## src/rtl/wdg_pkg.sv

```systemverilog
package wdg_pkg;
  typedef enum logic {
    STG_ARMED = 1'b0,
    STG_GRACE = 1'b1
  } wdg_stage_e;
endpackage

```

## src/rtl/wdg_key_gate.sv

```systemverilog
module wdg_key_gate #(
  parameter int DATA_W = 32,
  parameter int CNT_W  = 8,
  parameter int KEY_W  = 7
) (
  input  logic              clk_i,
  input  logic              rst_ni,
  input  logic              wr_i,
  input  logic [DATA_W-1:0] wdata_i,
  output logic              accept_o,
  output logic [DATA_W-1:0] ctrl_o
);
  localparam int EN_B   = CNT_W;
  localparam int KEY_LO = CNT_W + 1;
  localparam int KEY_HI = CNT_W + KEY_W;

  logic [DATA_W-1:0] ctrl_q;
  logic [KEY_W-1:0]  old_key, new_key;
  logic              key_ok;

  assign old_key  = ctrl_q[KEY_HI:KEY_LO];
  assign new_key  = wdata_i[KEY_HI:KEY_LO];
  assign key_ok   = (new_key == ~old_key);
  assign accept_o = wr_i && (!ctrl_q[EN_B] || key_ok);
  assign ctrl_o   = ctrl_q;

  always_ff @(posedge clk_i or negedge rst_ni) begin
    if (!rst_ni)       ctrl_q <= '0;
    else if (accept_o) ctrl_q <= wdata_i;
  end

  AST_LOCKED_REJECT: assert property (@(posedge clk_i) disable iff (!rst_ni)
    (wr_i && ctrl_q[EN_B] && (wdata_i[KEY_HI:KEY_LO] != ~ctrl_q[KEY_HI:KEY_LO])) |=> $stable(ctrl_q));
  AST_OPEN_ACCEPT: assert property (@(posedge clk_i) disable iff (!rst_ni)
    (wr_i && !ctrl_q[EN_B]) |=> (ctrl_q == $past(wdata_i)));
endmodule

```

## src/rtl/wdg_escalate.sv

```systemverilog
module wdg_escalate
  import wdg_pkg::*;
#(
  parameter int CNT_W = 8,
  parameter int GRACE = 1
) (
  input  logic             clk_i,
  input  logic             rst_ni,
  input  logic             ld_i,
  input  logic [CNT_W-1:0] ld_cnt_i,
  input  logic             ld_run_i,
  input  logic             tick_i,
  output logic [CNT_W:0]   cnt_o,
  output logic             run_o,
  output logic             nmi_o,
  output logic             rst_req_o
);
  localparam logic [CNT_W:0] FULL    = {1'b1, {CNT_W{1'b0}}};
  localparam logic [CNT_W:0] GRACE_C = (CNT_W+1)'(GRACE);
  localparam logic [CNT_W:0] ONE     = (CNT_W+1)'(1);

  logic [CNT_W:0] cnt_q;
  logic           run_q, rst_req_q;
  wdg_stage_e     stage_q;
  logic           step, expire;

  assign step   = run_q && tick_i;
  assign expire = step && (cnt_q <= ONE);

  always_ff @(posedge clk_i or negedge rst_ni) begin
    if (!rst_ni) begin
      cnt_q     <= '0;
      run_q     <= 1'b0;
      stage_q   <= STG_ARMED;
      rst_req_q <= 1'b0;
    end else if (ld_i) begin
      cnt_q   <= (ld_cnt_i == '0) ? FULL : {1'b0, ld_cnt_i};
      run_q   <= ld_run_i;
      stage_q <= STG_ARMED;
    end else if (expire) begin
      if (stage_q == STG_ARMED) begin
        stage_q <= STG_GRACE;
        cnt_q   <= GRACE_C;
      end else begin
        rst_req_q <= 1'b1;
        run_q     <= 1'b0;
        cnt_q     <= '0;
      end
    end else if (step) begin
      cnt_q <= cnt_q - ONE;
    end
  end

  assign cnt_o     = cnt_q;
  assign run_o     = run_q;
  assign nmi_o     = (stage_q == STG_GRACE);
  assign rst_req_o = rst_req_q;

  AST_RST_REQ_STICKY: assert property (@(posedge clk_i) disable iff (!rst_ni)
    rst_req_o |=> rst_req_o);
  AST_RST_AFTER_NMI: assert property (@(posedge clk_i) disable iff (!rst_ni)
    $rose(rst_req_o) |-> $past(nmi_o));
  AST_NMI_CLEAR_BY_LOAD: assert property (@(posedge clk_i) disable iff (!rst_ni)
    $fell(nmi_o) |-> $past(ld_i));
  AST_IDLE_HOLDS: assert property (@(posedge clk_i) disable iff (!rst_ni)
    (!ld_i && !tick_i) |=> $stable(cnt_o));
  AST_STOP_HOLDS: assert property (@(posedge clk_i) disable iff (!rst_ni)
    (!ld_i && !run_o) |=> $stable(cnt_o));
  AST_CNT_RANGE: assert property (@(posedge clk_i) disable iff (!rst_ni)
    cnt_o <= FULL);
endmodule

```

## src/rtl/wdg_keyed_top.sv

```systemverilog
module wdg_keyed_top #(
  parameter int               DATA_W   = 32,
  parameter int               ADDR_W   = 8,
  parameter int               CNT_W    = 8,
  parameter int               KEY_W    = 7,
  parameter int               GRACE    = 1,
  parameter logic [ADDR_W-1:0] CTRL_OFS = 8'h40,
  parameter logic [ADDR_W-1:0] STAT_OFS = 8'h44
) (
  input  logic              clk_i,
  input  logic              rst_ni,
  input  logic              tick_i,
  input  logic              wr_en_i,
  input  logic [ADDR_W-1:0] wr_addr_i,
  input  logic [DATA_W-1:0] wr_data_i,
  input  logic [ADDR_W-1:0] rd_addr_i,
  output logic [DATA_W-1:0] rd_data_o,
  output logic              nmi_o,
  output logic              rst_req_o
);
  localparam int ST_RUN = CNT_W + 1;
  localparam int ST_NMI = CNT_W + 2;
  localparam int ST_RST = CNT_W + 3;

  logic              ctrl_wr, accept;
  logic [DATA_W-1:0] ctrl_q;
  logic [CNT_W:0]    cnt;
  logic              run;

  assign ctrl_wr = wr_en_i && (wr_addr_i == CTRL_OFS);

  wdg_key_gate #(.DATA_W(DATA_W), .CNT_W(CNT_W), .KEY_W(KEY_W)) i_gate (
    .clk_i    (clk_i),
    .rst_ni   (rst_ni),
    .wr_i     (ctrl_wr),
    .wdata_i  (wr_data_i),
    .accept_o (accept),
    .ctrl_o   (ctrl_q)
  );

  wdg_escalate #(.CNT_W(CNT_W), .GRACE(GRACE)) i_esc (
    .clk_i     (clk_i),
    .rst_ni    (rst_ni),
    .ld_i      (accept),
    .ld_cnt_i  (wr_data_i[CNT_W-1:0]),
    .ld_run_i  (wr_data_i[CNT_W]),
    .tick_i    (tick_i),
    .cnt_o     (cnt),
    .run_o     (run),
    .nmi_o     (nmi_o),
    .rst_req_o (rst_req_o)
  );

  always_comb begin
    rd_data_o = '0;
    if (rd_addr_i == CTRL_OFS) begin
      rd_data_o = ctrl_q;
    end else if (rd_addr_i == STAT_OFS) begin
      rd_data_o[CNT_W:0] = cnt;
      rd_data_o[ST_RUN]  = run;
      rd_data_o[ST_NMI]  = nmi_o;
      rd_data_o[ST_RST]  = rst_req_o;
    end
  end

  AST_FOREIGN_WRITE_IGNORED: assert property (@(posedge clk_i) disable iff (!rst_ni)
    (wr_en_i && (wr_addr_i != CTRL_OFS)) |=> $stable(ctrl_q));
  AST_ACCEPT_NEEDS_WRITE: assert property (@(posedge clk_i) disable iff (!rst_ni)
    accept |-> ctrl_wr);
endmodule

```

## config.mk

```make
export PLATFORM = sky130hd
export DESIGN_NAME = wdg_keyed_top
export DESIGN_NICKNAME = d
export VERILOG_FILES = /design/src/rtl/wdg_pkg.sv /design/src/rtl/wdg_key_gate.sv /design/src/rtl/wdg_escalate.sv /design/src/rtl/wdg_keyed_top.sv
export SDC_FILE = /design/constraint.sdc
export NUM_CORES = 1
export LEC_CHECK = 0
export BUFFER_PORTS_ARGS = -buffer_cell sky130_fd_sc_hd__clkbuf_2
export CORE_MARGIN = 4
export CORE_UTILIZATION = 52
export CTS_BUF_LIST = sky130_fd_sc_hd__clkbuf_8
export DETAILED_ROUTE_END_ITERATION = 16
export GPL_ROUTABILITY_DRIVEN = 0
export PLACE_DENSITY = 0.92
export SYNTH_ARGS = -nofsm -noshare
export SYNTH_HDL_FRONTEND = slang
export SYNTH_SLANG_ARGS = --single-unit
export TNS_END_PERCENT = 5
```

## constraint.sdc

```tcl
create_clock -name clk_i -period 2 [get_ports clk_i]
set_input_delay 0.3 -clock clk_i [delete_from_list [all_inputs] [get_ports clk_i]]
set_output_delay 0.3 -clock clk_i [all_outputs]
set_load 0.05 [all_outputs]
```

==> results of run 1 <==
area by class of cell:
cell class / instances / area, sq um / area share
Clock buffer: 6 / 82.6 / 0.0264
Clock inverter: 2 / 10.0 / 0.00320
Inverter: 6 / 22.5 / 0.00720
Multi-Input combinational cell: 148 / 1310 / 0.419
Sequential cell: 44 / 1100 / 0.352
Tap cell: 52 / 65.1 / 0.0208
Timing Repair Buffer: 98 / 536 / 0.171
kinds of logic (layout without fill, tap and decap cells):
family	after synthesis	in the layout	synth area share
AO/OA/AOI/OAI	14	14	0.0445
XOR/XNOR	7	7	0.0245
adder cells (fa/ha/maj)	2	2	0.00999
buffers and inverters	16	112	0.0370
flip-flops	44	44	0.440
multiplexers	55	55	0.287
AND/OR/NAND/NOR	70	70	0.157
state kept, by name, summed over array words and instances, names as in the netlist:
signal,count
i_esc.rst_req_o,1
i_esc.nmi_o,1
i_esc.run_o,1
i_esc.cnt_o,9
i_gate.ctrl_o,32
per-layer routing:
layer | track usage | share of wire | vias to the layer above
met5 | 0 | 0 | -
met4 | 0.0605 | 0.0066 | 0
met3 | 0.0556 | 0.058 | 2
met2 | 0.337 | 0.51 | 51
met1 | 0.229 | 0.43 | 934
li1 | - | - | 917
worst paths after layout:
path,start,to,slack [ps],depth (start not counted)
max in group asynchronous,rst_ni,i_gate.ctrl_o[13],1560,2
worst min-delay path,rst_ni,i_gate.ctrl_o[27],60,2
worst max register to register,i_esc.cnt_o[0],i_esc.cnt_o[4],130,6
worst max-delay path,i_esc.cnt_o[0],i_esc.cnt_o[4],130,6
min in group clk_i,wr_data_i[17],i_gate.ctrl_o[17],230,2
worst min register to register,i_gate.ctrl_o[27],i_gate.ctrl_o[27],500,1
cell usage in the layout, fill, tap and decap left out, types with 2 or more instances in the layout:
| master | synthesis | routed |
|---|---|---|
| clkbuf_2 | 0 | 85 |
| dfrtp_1 | 44 | 44 |
| mux2_4 | 33 | 33 |
| and2_1 | 20 | 20 |
| mux2i_1 | 19 | 19 |
| nor2_1 | 18 | 18 |
| buf_4 | 0 | 12 |
| nand2_1 | 8 | 8 |
| inv_1 | 6 | 6 |
| clkbuf_8 | 0 | 6 |
| nor4_1 | 5 | 5 |
| a21oi_1 | 5 | 5 |
| xor2_1 | 4 | 4 |
| nand3_1 | 4 | 4 |
| xnor2_1 | 3 | 3 |
| mux2_2 | 3 | 3 |
| nor3_1 | 2 | 2 |
| or4_1 | 2 | 2 |
| o21ai_0 | 2 | 2 |
| ha_1 | 2 | 2 |
| clkinv_2 | 0 | 2 |
power by group:
part / total [mW] / internal [mW] / switching (mW)
registers: 1.05 / 0.966 / 0.0847
logic: 0.543 / 0.265 / 0.278
clock network: 0.578 / 0.276 / 0.302
cell usage after synthesis (all sizes together), types with 2 or more instances:
cell type  number  area share
a21oi           5       0.010
and2           20       0.050
buf             6       0.022
clkbuf          4      0.0060
dfrtp          44        0.44
ha              2       0.010
inv             6      0.0090
mux2           36        0.21
mux2i          19       0.076
nand2           9       0.016
nand3           4      0.0080
nor2           18       0.027
nor3            2      0.0040
nor4            6       0.017
o21ai           2      0.0040
or4             2      0.0060
xnor2           3       0.010
xor2            4       0.014
per-stage QoR:
stage | util | total power [mW] | cells
after floorplan | - | 1.41 | 208
after global placement | 0.674 | 1.57 | 348
after detailed placement | 0.674 | 1.60 | 348
after CTS | 0.694 | 2.18 | 356
after global routing | 0.695 | 2.30 | 356
final | 0.695 | 2.17 | 356
worst register-to-register path, stage by stage, from the launching register on:
cell	delay, ps
dfrtp_1	440
ha_1	210
o21bai_1	180
and4b_2	310
or4_1	480
nand2_1	70
mux2_4	130
==> run_results.csv, run 1 <==
group,metric,value,unit
run_status,status,"finished clean",
critical_path,crit_buf_inv,0,
critical_path,slowest_stage,"or4_1",
drt,detail_route.wl_per_cell,15.4,um
global_route,grt_pass1_wl,9250,um
die,pin_count,86,
layout,n_antenna_cell,0,
die,num_rows,24,
synth,yosys_warnings,0,
pwr,leakagePower,1.78,nW
timing,timing.final.crit_share,0.933,
clock_tree,clk_pin_slew,80,ps
timing,drv_slew,0,
worst_hold_path,hp-class,"in -> async",
synth,syn_avg_cell_area,12.0,sq um
global_route,grt_max_degree,45,
synth,ys.flop_type,"dfrtp_1",
clock_tree,clkSinkCount,44,
critical_path,worst-setup-path-type,"reg -> reg",
synth,synth_cells,208,
timing,rsz0062_at_grt,"false",
placement,postPlaceCellArea,3040,sq um
die,die_area,5990,sq um
timing,setup_viol,0,
clock_tree,cts_made_buffers,5,
timing,finalCriticalPeriod,1870,ps
synth,synth_nets,262,
critical_path,end_kind,"flip-flop",
clock_tree,cts_max_level,2,
synth,synth_area,2500,sq um
timing,holdWs,59.0,ps
layout,nFillCells,327,
die,dieWidth,77.4,um
drt,drc,0,
timing,slew_headroom,0.636,
clock_tree,cts_hold_buf,0,
drt,wl,5470,um
die,die_y,77.4,um
clock_tree,post_cts_resized,0,
critical_path,crit_arrival,2110,ps
timing,hold_violations,0,
timing,worstMarginPinSlew,546,ps
clock_tree,clk_latency,300,ps
drt,drt_iter0_drc,151,
placement,place_worst_setup_slack,150,ps
layout,final_area,3130,sq um
layout,drive_gt1_frac,0.487,
clock_tree,cts-root-buf,"clkbuf_8",
timing,fmax,0.536,GHz
synth,ys_ff_latch,44,
global_route,antenna_found_initial,0,
drt,drtAntennaViolNets,0,
pwr,ir_worst_vdd,380,uV
job,drv_cap,0,
placement,numPortBuffers,85,
clock_tree,cts_max_path_buffers,2,
critical_path,max_stage_delay,480,ps
layout,area.growth.synth_to_final,24.9,%
pwr,powerDensity,694,nW/um^2
timing,fin_ws,134,ps
global_route,grt_pass1_vias,2011,
synth,synth-seq-area-share,0.440,
drt,vias,1904,
drt,vias_per_cell,5.35,
timing,setup_tns,0,ps
global_route,grt_use_total,0.193,
global_route,grt_overflow,0,
die,initial_utilization,0.556,
timing,skew,7.96,ps
layout,nNetsFinal,357,
synth,async_reset_ff_frac,1.00,
die,core_region_area,4500,sq um
critical_path,required,2240,ps
synth,synth-edff-count,0,
drt,dr.pass1.iters,4,
critical_path,start_kind,"flip-flop",
critical_path,crit_chain,"ha_1 -> o21bai_1 -> and4b_2 -> or4_1 -> nand2_1 -> mux2_4",
critical_path,crit_family,"simple AND/OR/NAND/NOR gates",
critical_path,worst-path-max-fanout,10,
synth,ys_types,38,
clock_tree,cts_setup_buffers,0,
placement,dp_hpwl,4130,um
clock_tree,cts_tree,"done",
(Power assumes the default switching activity.)
==> run 2: changes to the inputs <==
--- a/config.mk
+++ b/config.mk
@@ -6,11 +6,12 @@
 export NUM_CORES = 1
 export LEC_CHECK = 0
 export BUFFER_PORTS_ARGS = -buffer_cell sky130_fd_sc_hd__clkbuf_2
+export CELL_PAD_IN_SITES_DETAIL_PLACEMENT = 1
+export CELL_PAD_IN_SITES_GLOBAL_PLACEMENT = 1
 export CORE_MARGIN = 4
-export CORE_UTILIZATION = 52
+export CORE_UTILIZATION = 40
 export CTS_BUF_LIST = sky130_fd_sc_hd__clkbuf_8
 export DETAILED_ROUTE_END_ITERATION = 16
-export GPL_ROUTABILITY_DRIVEN = 0
 export PLACE_DENSITY = 0.92
 export SYNTH_ARGS = -nofsm -noshare
 export SYNTH_HDL_FRONTEND = slang
==> run 2 against run 1 <==
  * Fmax fell by 1.4%
  * Highest routed layer unchanged
  * Power increased by 0.67%
  * Sequential cell count unchanged
  * Final cell count up 5.9%
  * Critical path type unchanged
  * Wire length increased by 21%
  * Critical endpoint unchanged
  * Hold slack better by 18 ps
  * Largest power group unchanged
  * Register-to-register slack lost 30 ps
==> run_results.csv, run 2 (synthesized netlist as in run 1, its figures left out) <==
group,metric,value,unit
run_status,status,"finished clean",
layout,largest_register_ffs,32,
die,die_y,87.1,um
job,drv_cap,0,
timing,worstMarginPinSlew,555,ps
drt,detail_route.wl_per_cell,17.6,um
drt,dr.pass1.iters,4,
pwr,p_seq_frac,0.484,
layout,fin_cells,377,
clock_tree,cts_max_path_buffers,2,
timing,skew,7.59,ps
drt,vias,1908,
layout,utilization,0.527,
drt,drtAntennaViolNets,0,
clock_tree,clk_pin_slew,90,ps
pwr,combPwrFrac,0.255,
pwr,total_power,2.19,mW
drt,vias_per_cell,5.06,
layout,final_common_cell,"clkbuf_2",
die,die_area,7590,sq um
timing,fmax,0.528,GHz
timing,slew_headroom,0.630,
placement,dp.cells,369,
global_route,grt_use_total,0.185,
placement,place_congestion,0.816,
placement,place_worst_setup_slack,88.8,ps
critical_path,required,2240,ps
pwr,pwr-share-clk,0.261,
pwr,switching_share,0.324,
worst_hold_path,hp-class,"in -> async",
pwr,power_switching,0.707,mW
layout,drive_gt1_frac,0.483,
global_route,antenna_found_initial,0,
placement,postPlaceCellArea,3060,sq um
pwr,ir_worst_vdd,410,uV
die,core_region_area,5990,sq um
pwr,leakagePower,1.76,nW
critical_path,worst-setup-path-type,"reg -> reg",
clock_tree,clkSinkCount,44,
timing,holdWs,77.2,ps
critical_path,reg2reg_from,"i_esc.cnt_o[0]",
critical_path,worst-path-max-fanout,8,
layout,nNetsFinal,355,
layout,final_area,3160,sq um
layout,most-common-layout-cells,"84 x clkbuf_2, 44 x dfrtp_1, 33 x mux2_4",
pwr,powerDensity,692,nW/um^2
die,pin_count,86,
drt,wl,6630,um
timing,setup_tns,0,ps
timing,drv_slew,0,
placement,numPortBuffers,85,
clock_tree,cts_setup_buffers,0,
pwr,intPower,1.48,mW
clock_tree,cts_made_buffers,5,
clock_tree,cts_tree,"done",
drt,drc,0,
clock_tree,cts-root-buf,"clkbuf_8",
critical_path,end_kind,"flip-flop",
timing,setup_viol,0,
timing,fin_ws,107,ps
critical_path,start_kind,"flip-flop",
clock_tree,clk_latency,300,ps
placement,dp_hpwl,5110,um
die,num_rows,28,
global_route,grt_max_degree,45,
timing,finalCriticalPeriod,1890,ps
global_route,grt_pass1_wl,10700,um
drt,drt_iter0_drc,61,
clock_tree,cts_max_level,2,
critical_path,crit_start,"i_esc.cnt_o[0]",
timing,rsz0062_at_grt,"false",
critical_path,crit_arrival,2140,ps
die,initial_utilization,0.418,
die,dieWidth,87.1,um
timing,timing.final.crit_share,0.946,
layout,n_antenna_cell,0,
global_route,grt_pass1_vias,2056,
global_route,grt_overflow,0,
layout,area.growth.synth_to_final,26.1,%
timing,hold_violations,0,
## run 2: worst max-delay path, stage by stage, from the launching register on
cell and delay [ps]:
dfrtp_1 460, ha_1 220, o21bai_1 190, and4b_2 300, or4_1 480, nand2_1 70
mux2_4 130
## run 2: final timing paths
kind | end | slack, ps | cells after the start
worst max-delay path | i_esc.cnt_o[4] | 110 | 6
worst min-delay path | i_gate.ctrl_o[22] | 80 | 2
worst max register to register | i_esc.cnt_o[4] | 110 | 6
worst min register to register | i_gate.ctrl_o[28] | 510 | 1
max in group asynchronous | i_gate.ctrl_o[26] | 1540 | 2
min in group clk_i | i_gate.ctrl_o[31] | 230 | 2
## run 2: metal layers
metal	routed length, um	up-vias	track usage
met1	2810	941	0.233
met3	252	9	0.0303
li1	-	913	-
met5	0	-	0
met4	140	0	0.0614
met2	3420	45	0.323
## run 2: repair_timing
item / in CTS / in global routing
gates resized for setup: 0 / 1
endpoints found under the setup margin: 0 / 1
hold buffers: 0 / 0
## run 2: power by group through the flow
stage | logic, mW | registers, mW | clock network, mW
final | 0.558 | 1.06 | 0.571
after global routing | 0.619 | 1.07 | 0.634
after CTS | 0.559 | 1.06 | 0.585
after detailed placement | 0.549 | 1.07 | 0
after global placement | 0.522 | 1.06 | 0
after floorplan | 0.314 | 1.09 | 0
## run 2: cell type report
type,count,area (sq um)
fill,691,2830
multi-input combinational,148,1310
sequential,44,1100
timing repair buffer,96,536
tap,75,93.8
clock buffer,5,68.8
clock inverter,3,23.8
inverter,6,22.5
